[src/rtl/mi_pkg.sv]
package mi_pkg;

    typedef enum logic [2:0] {
        ACT_BUSFREE  = 3'd0,
        ACT_REJ_ACK  = 3'd1,
        ACT_NOP      = 3'd2,
        ACT_SYNC_OK  = 3'd3,
        ACT_COUNTER  = 3'd4,
        ACT_SEND_REJ = 3'd5
    } act_e;

    typedef enum logic [1:0] {
        CLS_ONE = 2'd0,
        CLS_TWO = 2'd1,
        CLS_EXT = 2'd2
    } cls_e;

    localparam logic [7:0] MC_DONE   = 8'h00;
    localparam logic [7:0] MC_EXT    = 8'h01;
    localparam logic [7:0] MC_REJECT = 8'h07;
    localparam logic [7:0] MC_NOP    = 8'h08;
    localparam logic [7:0] XC_SYNC   = 8'h01;
    localparam logic [7:0] XL_SYNC   = 8'h03;
    localparam logic [7:0] TWO_LO    = 8'h20;
    localparam logic [7:0] TWO_HI    = 8'h2F;

endpackage

[src/rtl/mi_class.sv]
module mi_class
    import mi_pkg::*;
(
    input  logic [7:0] first_byte,
    output cls_e       cls
);
    always_comb begin
        if (first_byte == MC_EXT) begin
            cls = CLS_EXT;
        end else if (first_byte >= TWO_LO && first_byte <= TWO_HI) begin
            cls = CLS_TWO;
        end else begin
            cls = CLS_ONE;
        end
    end
endmodule

[src/rtl/mi_frame_end.sv]
module mi_frame_end
    import mi_pkg::*;
#(
    parameter int DEPTH = 16,
    parameter int CW    = 5
) (
    input  cls_e          cls,
    input  logic [CW-1:0] n_next,
    input  logic [7:0]    len_byte,
    output logic          done,
    output logic          overflow
);
    int n_i;
    int want_i;

    always_comb begin
        n_i    = int'(n_next);
        want_i = int'(len_byte) + 2;
        unique case (cls)
            CLS_ONE: done = (n_i == 1);
            CLS_TWO: done = (n_i == 2);
            CLS_EXT: done = (n_i >= 3) && (n_i == want_i);
            default: done = 1'b0;
        endcase
        overflow = !done && (n_i == DEPTH);
    end
endmodule

[src/rtl/mi_decode.sv]
module mi_decode
    import mi_pkg::*;
#(
    parameter int MIN_PERIOD = 25,
    parameter int MAX_OFFSET = 15
) (
    input  logic [7:0] b0,
    input  logic [7:0] b1,
    input  logic [7:0] b2,
    input  logic [7:0] b3,
    input  logic [7:0] b4,
    input  logic       overflow,
    input  logic       sync_pending,
    output act_e       act,
    output logic [7:0] period,
    output logic [7:0] offset,
    output logic       set_sync,
    output logic       drop_sync
);
    localparam logic [7:0] MINP = 8'(MIN_PERIOD);
    localparam logic [7:0] MAXO = 8'(MAX_OFFSET);

    logic is_sync_req;

    always_comb begin
        is_sync_req = (b0 == MC_EXT) && (b1 == XL_SYNC) && (b2 == XC_SYNC);
        act       = ACT_SEND_REJ;
        period    = 8'd0;
        offset    = 8'd0;
        set_sync  = 1'b0;
        drop_sync = 1'b0;
        if (!overflow) begin
            if (b0 == MC_DONE) begin
                act = ACT_BUSFREE;
            end else if (b0 == MC_REJECT) begin
                act       = ACT_REJ_ACK;
                drop_sync = sync_pending;
            end else if (b0 == MC_NOP) begin
                act = ACT_NOP;
            end else if (is_sync_req) begin
                if (b3 < MINP) begin
                    act    = ACT_COUNTER;
                    period = MINP;
                    offset = MAXO;
                end else begin
                    act      = ACT_SYNC_OK;
                    period   = b3;
                    offset   = b4;
                    set_sync = 1'b1;
                end
            end
        end
    end
endmodule

[src/rtl/mi_frame_asm.sv]
module mi_frame_asm
    import mi_pkg::*;
#(
    parameter  int DEPTH      = 16,
    parameter  int MIN_PERIOD = 25,
    parameter  int MAX_OFFSET = 15,
    localparam int CW         = $clog2(DEPTH + 1)
) (
    input  logic          clk,
    input  logic          rst_n,
    input  logic          clr,
    input  logic          in_valid,
    input  logic [7:0]    in_byte,
    input  logic          sync_pending,
    output logic          act_valid,
    output logic [2:0]    act_code,
    output logic [7:0]    act_period,
    output logic [7:0]    act_offset,
    output logic          sync_negotiated,
    output logic          sync_mode,
    output logic [CW-1:0] frame_cnt
);
    typedef struct packed {
        logic [DEPTH-1:0][7:0] mem;
        logic [CW-1:0]         cnt;
        logic                  av;
        act_e                  act;
        logic [7:0]            per;
        logic [7:0]            off;
        logic                  neg;
        logic                  smode;
    } state_t;

    state_t st_d, st_q;

    logic [7:0]    view_d [DEPTH];
    logic [CW-1:0] n_next_d;
    cls_e          cls_d;
    logic          done_d, ovf_d;
    act_e          dec_act_d;
    logic [7:0]    dec_per_d, dec_off_d;
    logic          set_sync_d, drop_sync_d;

    // Buffer contents as they will be once the incoming byte is stored.
    for (genvar k = 0; k < DEPTH; k++) begin : g_view
        assign view_d[k] = (in_valid && (st_q.cnt == CW'(k))) ? in_byte : st_q.mem[k];
    end

    assign n_next_d = st_q.cnt + CW'(1);

    mi_class u_class (
        .first_byte (view_d[0]),
        .cls        (cls_d)
    );

    mi_frame_end #(.DEPTH(DEPTH), .CW(CW)) u_end (
        .cls      (cls_d),
        .n_next   (n_next_d),
        .len_byte (view_d[1]),
        .done     (done_d),
        .overflow (ovf_d)
    );

    mi_decode #(.MIN_PERIOD(MIN_PERIOD), .MAX_OFFSET(MAX_OFFSET)) u_dec (
        .b0           (view_d[0]),
        .b1           (view_d[1]),
        .b2           (view_d[2]),
        .b3           (view_d[3]),
        .b4           (view_d[4]),
        .overflow     (ovf_d),
        .sync_pending (sync_pending),
        .act          (dec_act_d),
        .period       (dec_per_d),
        .offset       (dec_off_d),
        .set_sync     (set_sync_d),
        .drop_sync    (drop_sync_d)
    );

    always_comb begin
        st_d    = st_q;
        st_d.av = 1'b0;
        if (clr) begin
            st_d.cnt = '0;
        end else if (in_valid) begin
            for (int k = 0; k < DEPTH; k++) begin
                st_d.mem[k] = view_d[k];
            end
            if (done_d || ovf_d) begin
                st_d.cnt = '0;
                st_d.av  = 1'b1;
                st_d.act = dec_act_d;
                st_d.per = dec_per_d;
                st_d.off = dec_off_d;
                if (set_sync_d) begin
                    st_d.neg   = 1'b1;
                    st_d.smode = 1'b1;
                end
                if (drop_sync_d) begin
                    st_d.smode = 1'b0;
                end
            end else begin
                st_d.cnt = n_next_d;
            end
        end
    end

    always_ff @(posedge clk or negedge rst_n) begin
        if (!rst_n) begin
            st_q <= '0;
        end else begin
            st_q <= st_d;
        end
    end

    assign act_valid       = st_q.av;
    assign act_code        = st_q.act;
    assign act_period      = st_q.per;
    assign act_offset      = st_q.off;
    assign sync_negotiated = st_q.neg;
    assign sync_mode       = st_q.smode;
    assign frame_cnt       = st_q.cnt;

endmodule

[config.mk]
export PLATFORM = sky130hd
export DESIGN_NAME = mi_frame_asm
export DESIGN_NICKNAME = d
export VERILOG_FILES = /design/src/rtl/mi_pkg.sv /design/src/rtl/mi_class.sv /design/src/rtl/mi_frame_end.sv /design/src/rtl/mi_decode.sv /design/src/rtl/mi_frame_asm.sv
export SDC_FILE = /design/constraint.sdc
export NUM_CORES = 1
export LEC_CHECK = 0
export ABC_CLOCK_PERIOD_IN_PS = 4200
export BUFFER_PORTS_ARGS = -buffer_cell sky130_fd_sc_hd__buf_2
export CORE_MARGIN = 1
export CORE_UTILIZATION = 40
export CTS_CLUSTER_SIZE = 14
export DETAILED_ROUTE_END_ITERATION = 16
export SYNTH_ARGS = -nofsm -noshare
export SYNTH_HDL_FRONTEND = slang
export SYNTH_SLANG_ARGS = --single-unit
export TNS_END_PERCENT = 5
[constraint.sdc]
create_clock -name clk -period 4.2 [get_ports clk]
set_input_delay 0.84 -clock clk [delete_from_list [all_inputs] [get_ports clk]]
set_output_delay 0.84 -clock clk [all_outputs]
set_load 0.01 [all_outputs]
==> summary.json <==
{
  "status": {"value": "finished clean"},
  "ff2ff_setup_slack": {"value": 0.42, "unit": "ns"},
  "grt_pass1_wl": {"value": 15700, "unit": "µm"},
  "main_combinational_cell_family_by_area_after_synthesis": {"value": "simple AND/OR/NAND/NOR gates"},
  "multi_input_comb_area": {"value": 1960, "unit": "µm²"},
  "drtAntennaViolNets": {"value": 0},
  "dpl.hpwl": {"value": 6660, "unit": "µm"},
  "net_count_of_the_mapped_netlist": {"value": 398},
  "ir_drop_worst_vdd": {"value": 0.171, "unit": "mV"},
  "maxCapViolations": {"value": 0},
  "number_of_antenna_violations_at_the_first_check_in_global_routing": {"value": 0},
  "dieHeight": {"value": 101, "unit": "µm"},
  "first_global_vias": {"value": 2930},
  "post_route_design_area": {"value": 4270, "unit": "µm²"},
  "worstPathMaxFanout": {"value": 18},
  "r2r-start": {"value": "frame_cnt[1]"},
  "fin_tns_setup": {"value": 0, "unit": "ns"},
  "total_switching_power": {"value": 0.000539, "unit": "W"},
  "hold-worst-slack": {"value": 0.443, "unit": "ns"},
  "register_share_of_total_power": {"value": 48.2, "unit": "%"},
  "timing_max_transition_violations_final": {"value": 0},
  "synth-compound-area-share": {"value": 13.2, "unit": "%"},
  "fin_nets": {"value": 411},
  "dpl_cell_area": {"value": 4100, "unit": "µm²"},
  "initial_core_util": {"value": 41.9, "unit": "%"},
  "ctsHtreeMaxLevel": {"value": 3},
  "cts_clk_pin_slew_worst_paths": {"value": 0.08, "unit": "ns"},
  "comb_power_share": {"value": 23.2, "unit": "%"},
  "finalWorstPathRequiredPeriod": {"value": 3.86, "unit": "ns"},
  "ctsResizeCount": {"value": 0},
  "gp_routability_congestion": {"value": 0.865},
  "rows": {"value": 35},
  "tritoncts": {"value": "done"},
  "ctsRootBufferMaster": {"value": "sky130_fd_sc_hd__clkbuf_8"},
  "power.switching_fraction": {"value": 32.7, "unit": "%"},
  "core_area": {"value": 9420, "unit": "µm²"},
  "cp_data_required_time": {"value": 4.47, "unit": "ns"},
  "drcViolationCount": {"value": 0},
  "layout_common_cells": {"value": "sky130_fd_sc_hd__dfrtp_1, sky130_fd_sc_hd__mux2_2, sky130_fd_sc_hd__buf_2"},
  "clock-skew-final": {"value": 0.00969, "unit": "ns"},
  "p_leak": {"value": 1.99, "unit": "nW"},
  "dominantRegCellSynth": {"value": "sky130_fd_sc_hd__dfrtp_1"},
  "postCtsSetupRepairBufs": {"value": 0},
  "intPower": {"value": 0.00111, "unit": "W"},
  "synth_simple_gate_area_share": {"value": 18.2, "unit": "%"},
  "numCtsBuffers": {"value": 9},
  "worst_slew_pin_slew": {"value": 0.678, "unit": "ns"},
  "totalWireLength": {"value": 9500, "unit": "µm"},
  "avgRoutedWirePerCell": {"value": 18.1, "unit": "µm"},
  "drive_gt1_share": {"value": 28.7, "unit": "%"},
  "hold_buffers": {"value": 0},
  "clock_buffer_depth": {"value": 2},
  "port_buffers": {"value": 39},
  "regArea": {"value": 1680, "unit": "µm²"},
  "boundaryPins": {"value": 40},
  "area_of_the_mapped_netlist": {"value": 3950, "unit": "µm²"},
  "postSynth.asyncResetShare": {"value": 100, "unit": "%"},
  "setup_ws": {"value": 0.343, "unit": "ns"},
  "worst_setup_path_end_kind": {"value": "flop"},
  "critical_path_class": {"value": "input pin to flop"},
  "worstSetupStartpointType": {"value": "input pin"},
  "antenna_cells_inserted": {"value": 0},
  "synthesis.yosys.warnings": {"value": 0},
  "vias": {"value": 3018},
  "placement.setup.worst_slack": {"value": 0.0344, "unit": "ns"},
  "average_instance_area_after_synthesis": {"value": 10.4, "unit": "µm²"},
  "final_core_utilization": {"value": 45.3, "unit": "%"},
  "postSynthRegisterBits": {"value": 67},
  "slew_headroom": {"value": 53.6, "unit": "%"},
  "dr.first_iter.drc_count": {"value": 269},
  "yosys.area_share.xor_xnor": {"value": 2.00, "unit": "%"},
  "worstSkewPairLatency": {"value": 0.34, "unit": "ns"},
  "yosysSeqAreaShare": {"value": 42.5, "unit": "%"},
  "dieArea": {"value": 10300, "unit": "µm²"},
  "fillCellCount": {"value": 874},
  "mostFrequentLayoutCell": {"value": "sky130_fd_sc_hd__dfrtp_1"},
  "max_clock_freq": {"value": 259, "unit": "MHz"},
  "worst_hold_path_type": {"value": "input pin to asynchronous set/reset pin"},
  "worst_ep_arrival_time": {"value": 4.12, "unit": "ns"},
  "overflow": {"value": 0},
  "setup_viol": {"value": 0},
  "cts.sink_count": {"value": 67},
  "synth_cell_type_count": {"value": 65},
  "average_via_count_per_standard_cell": {"value": 5.74},
  "report.final.hold_viol_count": {"value": 0},
  "syn_inst": {"value": 379},
  "power_density": {"value": 386, "unit": "nW/µm²"},
  "slowest_stage": {"value": "sky130_fd_sc_hd__o41a_1"},
  "cp_max_stage_delay": {"value": 0.47, "unit": "ns"},
  "die-width": {"value": 101, "unit": "µm"},
  "synth_edf_count": {"value": 0},
  "pin_count_of_the_biggest_net_entering_global_routing": {"value": 48},
  "portion_of_the_clock_cycle_consumed_by_the_worst_path_in_the_final_layout": {"value": 91.8, "unit": "%"},
  "synth.area.mux_share": {"value": 14.3, "unit": "%"},
  "yosys.area_share.adder": {"value": 1.90, "unit": "%"},
  "rr_endpoint": {"value": "act_code[0]"},
  "clockPowerShare": {"value": 28.6, "unit": "%"},
  "worstRegToRegCells": {"value": 13},
  "worstPathCellList": {"value": "buf_2 > nor4b_4 > nand2_1 > mux2_2 > ha_1 > or2_2 > o2111ai_1 > o311ai_0 > o31a_1 > o41a_1 > a21o_1 > inv_1 > a2bb2oi_1"},
  "rsz_0062_raised_after_global_routing": {"value": "false"},
  "dr.pass1.iters": {"value": 4},
  "global_routing_usage_summed_across_all_routing_layers": {"value": 20.2, "unit": "%"},
  "area.growth.synth_to_final": {"value": 8.08, "unit": "%"}
}
Yosys cell counts, drive strengths merged, types with 3 or more instances:
library cell	n	area share, %
mux2	43	12
mux2i	8	2.0
buf	30	5.6
o21ai	6	0.76
a31oi	5	0.79
or4b	3	0.86
nor4	7	1.1
inv	7	0.67
o2bb2ai	7	1.6
xor2	5	1.1
nor2b	5	0.79
or4	3	0.57
nand4	6	0.95
nand2	25	2.4
nor4b	3	1.0
xnor2	4	0.89
clkbuf	18	1.7
nor3	12	1.8
and3	5	0.79
dfrtp	67	42
nand2b	6	0.95
nor2	10	1.4
a22o	11	2.4
a21oi	10	1.3
nand3	27	3.4
ha	6	1.9
state kept, by name (all words and copies together), names as in the netlist:
signal / flops
frame_cnt: 5
act_period: 8
act_valid: 1
sync_mode: 1
act_offset: 8
sync_negotiated: 1
act_code: 3
st_q: 40
how the worst max path moves through the flow:
stage                     startpoint            end  slack, ns  depth (start not counted)
final                       in_valid    act_code[0]       0.34                         13
after global routing        in_valid    act_code[0]        0.1                         13
after CTS                   in_valid    act_code[0]       0.38                         13
after detailed placement    in_valid    act_code[0]       0.03                         13
after global placement      in_valid  act_period[5]       0.15                         12
after floorplan             in_valid  act_period[6]       0.49                         14
cell type report:
type | instances | share of cell area, %
Clock buffer | 10 | 2.99
Clock inverter | 6 | 0.968
Inverter | 7 | 0.616
Multi-Input combinational cell | 257 | 45.8
Sequential cell | 67 | 39.3
Tap cell | 129 | 3.78
Timing Repair Buffer | 50 | 6.51
routing by layer:
metal / vias up / GRT usage [%] / routed length, µm
li1: 1420 / - / -
met1: 1485 / 29.1 / 4580
met2: 103 / 31.2 / 4330
met3: 10 / 3.31 / 480
met4: 0 / 5.69 / 114
met5: - / 0 / 0
kinds of logic after synthesis:
| family | Yosys count |
|---|---|
| flip-flops | 67 |
| XOR/XNOR | 9 |
| AND/OR/NAND/NOR | 123 |
| buffers and inverters | 55 |
| AO/OA/AOI/OAI | 68 |
| multiplexers | 51 |
| adder cells (fa/ha/maj) | 6 |
worst max-delay path, delay by kind of cell:
kind                     cells  cell delay (ns)
multiplexers                 1             0.32
AND/OR/NAND/NOR              3             0.72
AO/OA/AOI/OAI                6             1.53
buffers and inverters        2             0.41
adder cells (fa/ha/maj)      1             0.29
power groups by stage:
stage	clock (W)	sequential [W]	combinational [W]
floorplan	0	0.000788	0.000287
global placement	0	0.000803	0.000373
detailed placement	0	0.000806	0.000376
CTS	0.000486	0.000793	0.000379
global route	0.000515	0.000806	0.000423
finish	0.000472	0.000795	0.000382
per-stage QoR:
| step | cells | total power (W) |
|---|---|---|
| floorplan | 379 | 0.00107 |
| global placement | 510 | 0.00118 |
| detailed placement | 510 | 0.00118 |
| CTS | 526 | 0.00166 |
| global route | 526 | 0.00174 |
| finish | 526 | 0.00165 |
No activity file was read; power rests on OpenSTA's default activity.
